<file path="config.mk">
export PLATFORM = sky130hd
export DESIGN_NAME = irq_pacer
export DESIGN_NICKNAME = d
export VERILOG_FILES = /design/src/rtl/irqp_pkg.sv /design/src/rtl/irqp_gap_select.sv /design/src/rtl/irqp_timer.sv /design/src/rtl/irqp_handshake.sv /design/src/rtl/irq_pacer.sv
export SDC_FILE = /design/constraint.sdc
export NUM_CORES = 1
export LEC_CHECK = 0
export BUFFER_PORTS_ARGS = -buffer_cell sky130_fd_sc_hd__clkbuf_2
export CAP_MARGIN = 5
export CELL_PAD_IN_SITES_DETAIL_PLACEMENT = 0
export CELL_PAD_IN_SITES_GLOBAL_PLACEMENT = 1
export CORE_MARGIN = 8
export CORE_UTILIZATION = 43
export CTS_CLUSTER_DIAMETER = 30
export DETAILED_ROUTE_END_ITERATION = 6
export PLACE_DENSITY_LB_ADDON = 0.1
export SYNTH_ARGS = -nofsm -noshare
export SYNTH_HDL_FRONTEND = slang
export SYNTH_SLANG_ARGS = --single-unit
</file>
<file path="constraint.sdc">
create_clock -name clk -period 2.7 [get_ports clk]
set_input_delay 0.54 -clock clk [delete_from_list [all_inputs] [get_ports clk]]
set_output_delay 0.54 -clock clk [all_outputs]
set_load 0.01 [all_outputs]
</file>
<file path="src/rtl/irqp_pkg.sv">
package irqp_pkg;

    // Phase of the pacer: quiet interval or active pulse
    typedef enum logic {
        PH_IDLE  = 1'b0,
        PH_PULSE = 1'b1
    } phase_e;

    // Phase transition events, valid in the cycle before the edge that applies them
    typedef struct packed {
        logic enter;   // quiet interval ends, pulse begins
        logic leave;   // pulse ends, normally or through a clear
    } edge_ev_t;

    function automatic int unsigned max2(input int unsigned a, input int unsigned b);
        return (a > b) ? a : b;
    endfunction

    function automatic int unsigned max_of5(input int unsigned a, input int unsigned b,
                                            input int unsigned c, input int unsigned d,
                                            input int unsigned e);
        return max2(max2(max2(a, b), max2(c, d)), e);
    endfunction

    // Bits needed to hold the value v
    function automatic int unsigned bits_for(input int unsigned v);
        return (v < 2) ? 1 : $clog2(v + 1);
    endfunction

endpackage

</file>
<file path="src/rtl/irqp_gap_select.sv">
module irqp_gap_select #(
    parameter int unsigned GAP_SEL0 = 768,
    parameter int unsigned GAP_SEL1 = 896,
    parameter int unsigned GAP_SEL2 = 1792,
    parameter int unsigned GAP_SEL3 = 1920,
    parameter int unsigned CNT_W    = 11
) (
    input  logic [1:0]       sel,
    output logic [CNT_W-1:0] load_val
);
    localparam int unsigned N_CHOICE = 4;

    logic [CNT_W-1:0] choice [N_CHOICE];

    for (genvar i = 0; i < N_CHOICE; i++) begin : g_choice
        localparam int unsigned GVAL = (i == 0) ? GAP_SEL0 :
                                       (i == 1) ? GAP_SEL1 :
                                       (i == 2) ? GAP_SEL2 : GAP_SEL3;
        assign choice[i] = CNT_W'(GVAL);
    end

    assign load_val = choice[sel];

endmodule

</file>
<file path="src/rtl/irqp_timer.sv">
module irqp_timer
    import irqp_pkg::*;
#(
    parameter int unsigned CNT_W     = 11,
    parameter int unsigned PULSE_CYC = 32
) (
    input  logic             clk,
    input  logic             rst,
    input  logic             clr,
    input  logic [CNT_W-1:0] load_val,
    output phase_e           phase_q,
    output edge_ev_t         ev
);
    logic [CNT_W-1:0] cnt_q;
    logic             last;

    // Counter reads 1 in the final cycle of either phase
    assign last = (cnt_q <= CNT_W'(1));

    always_comb begin
        ev.enter = !clr && (phase_q == PH_IDLE) && last;
        ev.leave = (phase_q == PH_PULSE) && (clr || last);
    end

    always_ff @(posedge clk) begin
        if (rst) begin
            phase_q <= PH_IDLE;
            cnt_q   <= load_val;
        end else if (clr) begin
            // the clear wins over either terminal count
            phase_q <= PH_IDLE;
            cnt_q   <= load_val;
        end else if (last) begin
            if (phase_q == PH_IDLE) begin
                phase_q <= PH_PULSE;
                cnt_q   <= CNT_W'(PULSE_CYC);
            end else begin
                phase_q <= PH_IDLE;
                cnt_q   <= load_val;
            end
        end else begin
            cnt_q <= cnt_q - 1'b1;
        end
    end

endmodule

</file>
<file path="src/rtl/irqp_handshake.sv">
module irqp_handshake
    import irqp_pkg::*;
(
    input  logic     clk,
    input  logic     rst,
    input  phase_e   phase_q,
    input  edge_ev_t ev,
    input  logic     btn,
    output logic     irq,
    output logic     strobe_n,
    output logic     diag,
    output logic     busy
);
    logic diag_q;

    assign irq      = (phase_q == PH_PULSE);
    assign busy     = (phase_q == PH_PULSE);
    assign strobe_n = (phase_q != PH_PULSE);
    assign diag     = diag_q;

    // Capture the button on the edge that starts the pulse and force high on the edge that ends it
    always_ff @(posedge clk) begin
        if (rst) begin
            diag_q <= 1'b1;
        end else if (ev.enter) begin
            diag_q <= btn;
        end else if (ev.leave) begin
            diag_q <= 1'b1;
        end
    end

endmodule

</file>
<file path="src/rtl/irq_pacer.sv">
module irq_pacer
    import irqp_pkg::*;
#(
    parameter int unsigned GAP_SEL0  = 768,
    parameter int unsigned GAP_SEL1  = 896,
    parameter int unsigned GAP_SEL2  = 1792,
    parameter int unsigned GAP_SEL3  = 1920,
    parameter int unsigned PULSE_CYC = 32
) (
    input  logic       clk,
    input  logic       rst,
    input  logic [1:0] jumper_sel,
    input  logic       diag_btn,
    input  logic       restart_clr,
    output logic       irq_req,
    output logic       hs_strobe_n,
    output logic       hs_diag,
    output logic       pulse_busy
);
    localparam int unsigned CNT_MAX = max_of5(GAP_SEL0, GAP_SEL1, GAP_SEL2, GAP_SEL3, PULSE_CYC);
    localparam int unsigned CNT_W   = bits_for(CNT_MAX);

    logic [CNT_W-1:0] load_val;
    phase_e           phase_q;
    edge_ev_t         ev;

    irqp_gap_select #(
        .GAP_SEL0 (GAP_SEL0),
        .GAP_SEL1 (GAP_SEL1),
        .GAP_SEL2 (GAP_SEL2),
        .GAP_SEL3 (GAP_SEL3),
        .CNT_W    (CNT_W)
    ) u_sel (
        .sel      (jumper_sel),
        .load_val (load_val)
    );

    irqp_timer #(
        .CNT_W     (CNT_W),
        .PULSE_CYC (PULSE_CYC)
    ) u_timer (
        .clk      (clk),
        .rst      (rst),
        .clr      (restart_clr),
        .load_val (load_val),
        .phase_q  (phase_q),
        .ev       (ev)
    );

    irqp_handshake u_hs (
        .clk      (clk),
        .rst      (rst),
        .phase_q  (phase_q),
        .ev       (ev),
        .btn      (diag_btn),
        .irq      (irq_req),
        .strobe_n (hs_strobe_n),
        .diag     (hs_diag),
        .busy     (pulse_busy)
    );

endmodule

</file>
Word-level counts from Yosys, hierarchy flattened

Cells that the tools add are included.

Output and inout bits: 4
Flip-flop bits (word level): 13
Word-level logic and storage cells: 25
Bits of input ports: 6

Reduce and logical (&&, ||, !) cells: 7
Bitwise operators: 2
Mux-type cells: 10
Add/subtract/negate cells: 1
$lt $le $gt $ge: 2

Operators by type and width:

| kind                                                             | number |
|---|---|
| 2-to-1 mux 11 bit                                                | 6 |
| binary-select mux 11 bit (select 2 bit)                          | 1 |
| less-or-equal comparator 11 x 1 -> 1 bit (second input constant) | 1 |
| subtractor 11 x 1 -> 11 bit (second input constant)              | 1 |
| >= comparator 3 bit (second input constant)                      | 1 |
| logical AND 1 bit                                                | 3 |
| 2-to-1 mux 1 bit                                                 | 3 |
| NOT 2 -> 3 bit                                                   | 1 |
| nonzero test 2 bit                                               | 1 |
| OR reduction 2 bit                                               | 1 |
| logical NOT 1 bit                                                | 1 |
| logical OR 1 bit                                                 | 1 |
| NOT 1 bit                                                        | 1 |

Longest topological paths before layout

Depth after elaboration: 8
Mapped depth: 6
Mapped depth without buffers: 6

Hierarchy

A second synthesis with hierarchy kept.

Cells, all modules: 85
Area, all modules: 788.3 sq um

By module, submodules not included:

| module          | seq. area each (sq um) | cells each | instances | area each (sq um) |
|---|---|---|---|---|
| irqp_timer      | 240.2                  | 65         | 1         | 635.6 |
| irqp_gap_select | 0.0                    | 13         | 1         | 90.1 |
| irqp_handshake  | 20.0                   | 7          | 1         | 62.6 |

Worst setup path after synthesis

No wires, ideal clock.

Path kind: reg2reg
Start point: reg u_timer.cnt_q[4]
End point: reg u_hs.diag_q, in the netlist u_hs.diag
Required time: 2.585 ns
Clock period less this slack: 1.693 ns
Path buffers: 0
Stages on the path, launching flop included: 5
Library setup time: 0.115 ns
Arrival: 1.578 ns
Path slack: 1.007 ns
Cells stage by stage: dfxtp_1 > nor4_4 > nand4b_4 > or4_1 > a31o_1

Word-level cells in the longest chain between the ends: 4
Elaborated cells on any way between the ends: 6
Those cells by class: order compare: 1; mux: 1; reduce/logical: 4

Ends and longest elaborated chain:

| element                                      | line                 | source |
|---|---|---|
| start: declaration                           | irqp_timer.sv:14     | `logic [CNT_W-1:0] cnt_q;` |
| start signal: assignment                     | irqp_timer.sv:28     | `cnt_q <= load_val;` |
| start signal: assignment                     | irqp_timer.sv:32     | `cnt_q <= load_val;` |
| start signal: assignment                     | irqp_timer.sv:36     | `cnt_q <= CNT_W'(PULSE_CYC);` |
| less-or-equal comparator 11 x 1 -> 1 bit (*) | irqp_timer.sv:18     | `assign last = (cnt_q <= CNT_W'(1));` |
| logical OR 1 bit                             | irqp_timer.sv:22     | `ev.leave = (phase_q == PH_PULSE) && (clr \|\| last);` |
| logical AND 1 bit                            | irqp_timer.sv:22     |  |
| nonzero test 2 bit (no source line)          | --                   |  |
| end signal: assignment                       | irqp_handshake.sv:26 | `diag_q <= btn;` |
| end: declaration                             | irqp_handshake.sv:14 | `logic diag_q;` |

Every way passes the cells marked *; elsewhere a longest branch is shown, timed or not.
A chain may end at the register's enable or synchronous reset.

Final worst setup path

Start point: reg u_timer.cnt_q[2]
End point: reg u_hs.diag_q, in the netlist u_hs.diag

The elaborated chain is that of the path after synthesis.

==> out/results.md <==
### Outcome
• complete, no violations — run status

### Die
• 45.5% — Initial Utilization
• 55.7 um — horizontal die dimension
• 14 — Std-Cell Rows
• 1490 sq um — core region area
• 10 — number of top-level design ports
• 55.7 um — Die Height
• 3100 sq um — Die Footprint

### Global route
• 2.37 mm — global-route wire length before repair
• 0 — residual overflow from global routing
• 0 — number of antenna violations at the first check in global routing
• 8.92% — GRT Util Overall
• 556 — via count of the first global-routing pass
• 9 — maximum number of pins on one net before global-route repair

### Synth
• 83 — synthesized net count
• sky130_fd_sc_hd__dfxtp_1 (38%), sky130_fd_sc_hd__nor2_1 (7.2%), sky130_fd_sc_hd__xor2_1 (5.2%), sky130_fd_sc_hd__xnor2_1 (3.9%), sky130_fd_sc_hd__ha_1 (3.7%) — Area contributors post-synth
• 0% — post-synthesis async set-or-reset flop share
• 678 sq um — Synth Cell Area
• 13 — Seq cells post-synth
• 38.4% — proportion of netlist area held by the largest area contributor
• sky130_fd_sc_hd__dfxtp_1 — most used flip-flop cell after synthesis
• 26 — Unique masters post-synth
• 3.69% — Adder-Cell Fraction of Synth Area
• 9.04% — parity-gate share of the synthesized area counting xor and xnor cells
• 10.1% — area fraction in compound gates after synthesis
• 75 — gate count after technology mapping
• 38.4% — Seq/Total Area, Yosys
• 0 — number of flops mapped to enable cells by yosys
• sky130_fd_sc_hd__dfxtp_1 — cell taking the most area after synthesis
• 30.6% — simple-gate share of the synthesized area
• simple AND/OR/NAND/NOR gates — dominant combinational cell family by area after synthesis
• 0 — Ys Warns
• 4.80% — multiplexer share of the synthesized area
• sky130_fd_sc_hd__dfxtp_1 (13), sky130_fd_sc_hd__nor2_1 (13), sky130_fd_sc_hd__nand2_1 (6) — commonest cells in the synthesized netlist
• 9.04 sq um — synthesized area divided by synthesized cell count

### Cells and area
• 762 sq um — area of all placed cells without fillers
• 0 — number of diodes added for antenna fixing
• 20.7% — fraction of layout cells with a size suffix above 1
• 103 — number of non-filler instances in the completed layout
• 96 — Final Net Count
• 12.4% — relative area change from synthesis to final layout

### Routing
• 12.5 um — post-DR wirelength/cell
• 605 um — Routed met2 length
• 2 — first-pass detailed-route iteration total
• met4 — Max Used Layer
• 23 um — Detail Route met3 WL
• 646 um — met1 routed wirelength after detailed routing
• 0 — # DRC
• 534 — via count
• 8 — number of DRC markers in iteration 0
• 1.28 mm — Detailed Route WL
• 0 — remaining antenna violation count
• 5.18 — Vias/cell

### Place
• 99 — Placed Instances
• 1.00 mm — hpwl dp
• 9 — Port Buffers
• 736 sq um — cell area reported after detailed placement
• 0.740 — final estimated routing congestion in global placement

### Critical path
• flip-flop — Setup crit end kind
• u_hs.diag — worst reg2reg endpoint
• flip-flop — sort of element at the start of the critical path
• u_timer.cnt_q[2] — RR Startpoint
• 2.04 ns — Worst Path Arrival
• 0.84 ns — slack of the worst reg-to-reg path
• 8 — critical-path maximum fanout
• 2.88 ns — data required time of the worst path
• 4 — cells on worst reg2reg path
• flip-flop to flip-flop — critical path class

### Clock tree
• 1 — deepest level of the CTS H-tree
• 0 — number of resized instances in the post-cts repair step
• 3 — number of CTS-inserted buffers
• 0 — post-CTS repair timing setup buffer count
• 2 — clock tree buffer depth
• sky130_fd_sc_hd__clkbuf_4 — CTS root buf
• 0 — number of buffers inserted by hold repair at cts
• 0.09 ns — clock input transition at the sequential cells of the worst setup and hold paths
• built — clock tree from TritonCTS
• 0.27 ns — clk_lat worst skew
• 13 — total clock sinks

### STA
• 64.2% — worst-case headroom to the max-slew limit
• 0 — total of endpoints with negative setup slack in the final report
• 0 ns — setup TNS after final layout
• 0.00691 ns — worst clock skew
• 0.537 GHz — Fmax
• 1.86 ns — post-route minimum period
• 0 — number of max-slew violations in the final report
• 0 — number of endpoints with negative hold slack in the final report
• 68.9% — ratio of final minimum period to clock period
• 0.458 ns — minimum hold slack
• no — unrepaired setup endpoints after global routing
• 0.533 ns — worst-margin pin slew

### Power
• 0.000126 W — Sw Pwr
• 0.295 mV — worst voltage drop across the vdd grid
• 19.7% — combinational cell fraction of total power
• 51.8% — Reg power frac
• 28.5% — share of power burned in the clock network
• 0.000303 W — Cell Int Power
• 563 nW/um^2 — Power Density
• 29.4% — Sw Share
• 0.336 nW — Static Leakage

### Run
• 0 — number of max-capacitance violations reported

### Hold path
• 2 — number of cells on the worst hold path
• u_timer.phase_q — hold worst-path end
• input pin to flip-flop — type of the most critical hold path
• rst — startpoint of the lowest-slack hold path

## critical path: stages (launching register included)
cell                       delay [ns]
sky130_fd_sc_hd__dfxtp_1         0.37
sky130_fd_sc_hd__nor4_4          0.53
sky130_fd_sc_hd__nand4b_4        0.20
sky130_fd_sc_hd__or4_1           0.44
sky130_fd_sc_hd__a31o_1          0.23
## registers in the layout (all words and copies together), names as in the netlist
signal / cells
u_hs.diag: 1
u_timer.phase_q: 1
u_timer.cnt_q: 11
## per-layer routing
metal / up-vias / global-route usage, %
met2: 2 / 13.9
met4: 0 / 4.23
met1: 241 / 11.1
li1: 289 / -
met5: - / 0
met3: 2 / 2.05
## through the flow
step,util (%),setup slack [ns],total power (W)
final,51.2,0.839,0.000429
after global routing,51.2,0.737,0.000458
after CTS,51.2,0.824,0.000437
after detailed placement,49.4,0.833,0.000312
after global placement,49.4,0.846,0.000313
after floorplan,-,1.01,0.000292
## area by class of cell
cell class	count	area, sq um
Fill cell	145	727
Multi-Input combinational cell	57	395
Sequential cell	13	260
Timing Repair Buffer	9	45.0
Clock buffer	4	26.3
Tap cell	16	20.0
Inverter	4	15.0
## logic make-up after synthesis
group                    Yosys count
AND/OR/NAND/NOR                   35
multiplexers                       3
buffers and inverters              5
XOR/XNOR                           7
flip-flops                        13
AO/OA/AOI/OAI                     10
adder cells (fa/ha/maj)            2
## power groups by stage
stage	Clock, W	Sequential, W	Combinational, W
3_3_place_gp	0	0.000227	0.0000861
3_5_place_dp	0	0.000227	0.0000853
4_1_cts	0.000129	0.000222	0.0000859
6_report	0.000122	0.000222	0.0000844
5_1_grt	0.000137	0.000225	0.0000964
2_1_floorplan	0	0.000223	0.0000693
## cells in the final DEF (no fill, tap or decap)
master                      instances
sky130_fd_sc_hd__nor2_1            13
sky130_fd_sc_hd__dfxtp_1           13
sky130_fd_sc_hd__clkbuf_2           9
sky130_fd_sc_hd__nand2_1            6
sky130_fd_sc_hd__inv_1              4
sky130_fd_sc_hd__o21ai_0            4
sky130_fd_sc_hd__xor2_1             4
sky130_fd_sc_hd__nand3b_1           3
sky130_fd_sc_hd__nor3_1             3
sky130_fd_sc_hd__nand3_1            3
sky130_fd_sc_hd__xnor2_1            3
sky130_fd_sc_hd__clkbuf_4           3
sky130_fd_sc_hd__nor3b_1            2
sky130_fd_sc_hd__mux2_2             2
sky130_fd_sc_hd__ha_1               2
sky130_fd_sc_hd__o21ba_2            1
sky130_fd_sc_hd__nor3_2             1
sky130_fd_sc_hd__nor4_4             1
sky130_fd_sc_hd__nand4b_4           1
sky130_fd_sc_hd__o2bb2ai_1          1
sky130_fd_sc_hd__a22o_1             1
sky130_fd_sc_hd__nor4_1             1
sky130_fd_sc_hd__mux2i_1            1
sky130_fd_sc_hd__o211ai_1           1
sky130_fd_sc_hd__or4_1              1
sky130_fd_sc_hd__a31o_1             1
sky130_fd_sc_hd__a21oi_1            1
sky130_fd_sc_hd__clkbuf_1           1
## worst max-delay path by stage
| stage | slack [ns] | to | depth (start not counted) | startpoint |
|---|---|---|---|---|
| after floorplan | 1.01 | u_hs.diag | 4 | u_timer.cnt_q[4] |
| after global placement | 0.85 | u_hs.diag | 4 | u_timer.cnt_q[2] |
| after detailed placement | 0.83 | u_hs.diag | 4 | u_timer.cnt_q[4] |
| after CTS | 0.82 | u_hs.diag | 4 | u_timer.cnt_q[2] |
| after global routing | 0.74 | u_hs.diag | 4 | u_timer.cnt_q[2] |
| final | 0.84 | u_hs.diag | 4 | u_timer.cnt_q[2] |
Note: power is estimated with default switching activity, not from simulation.
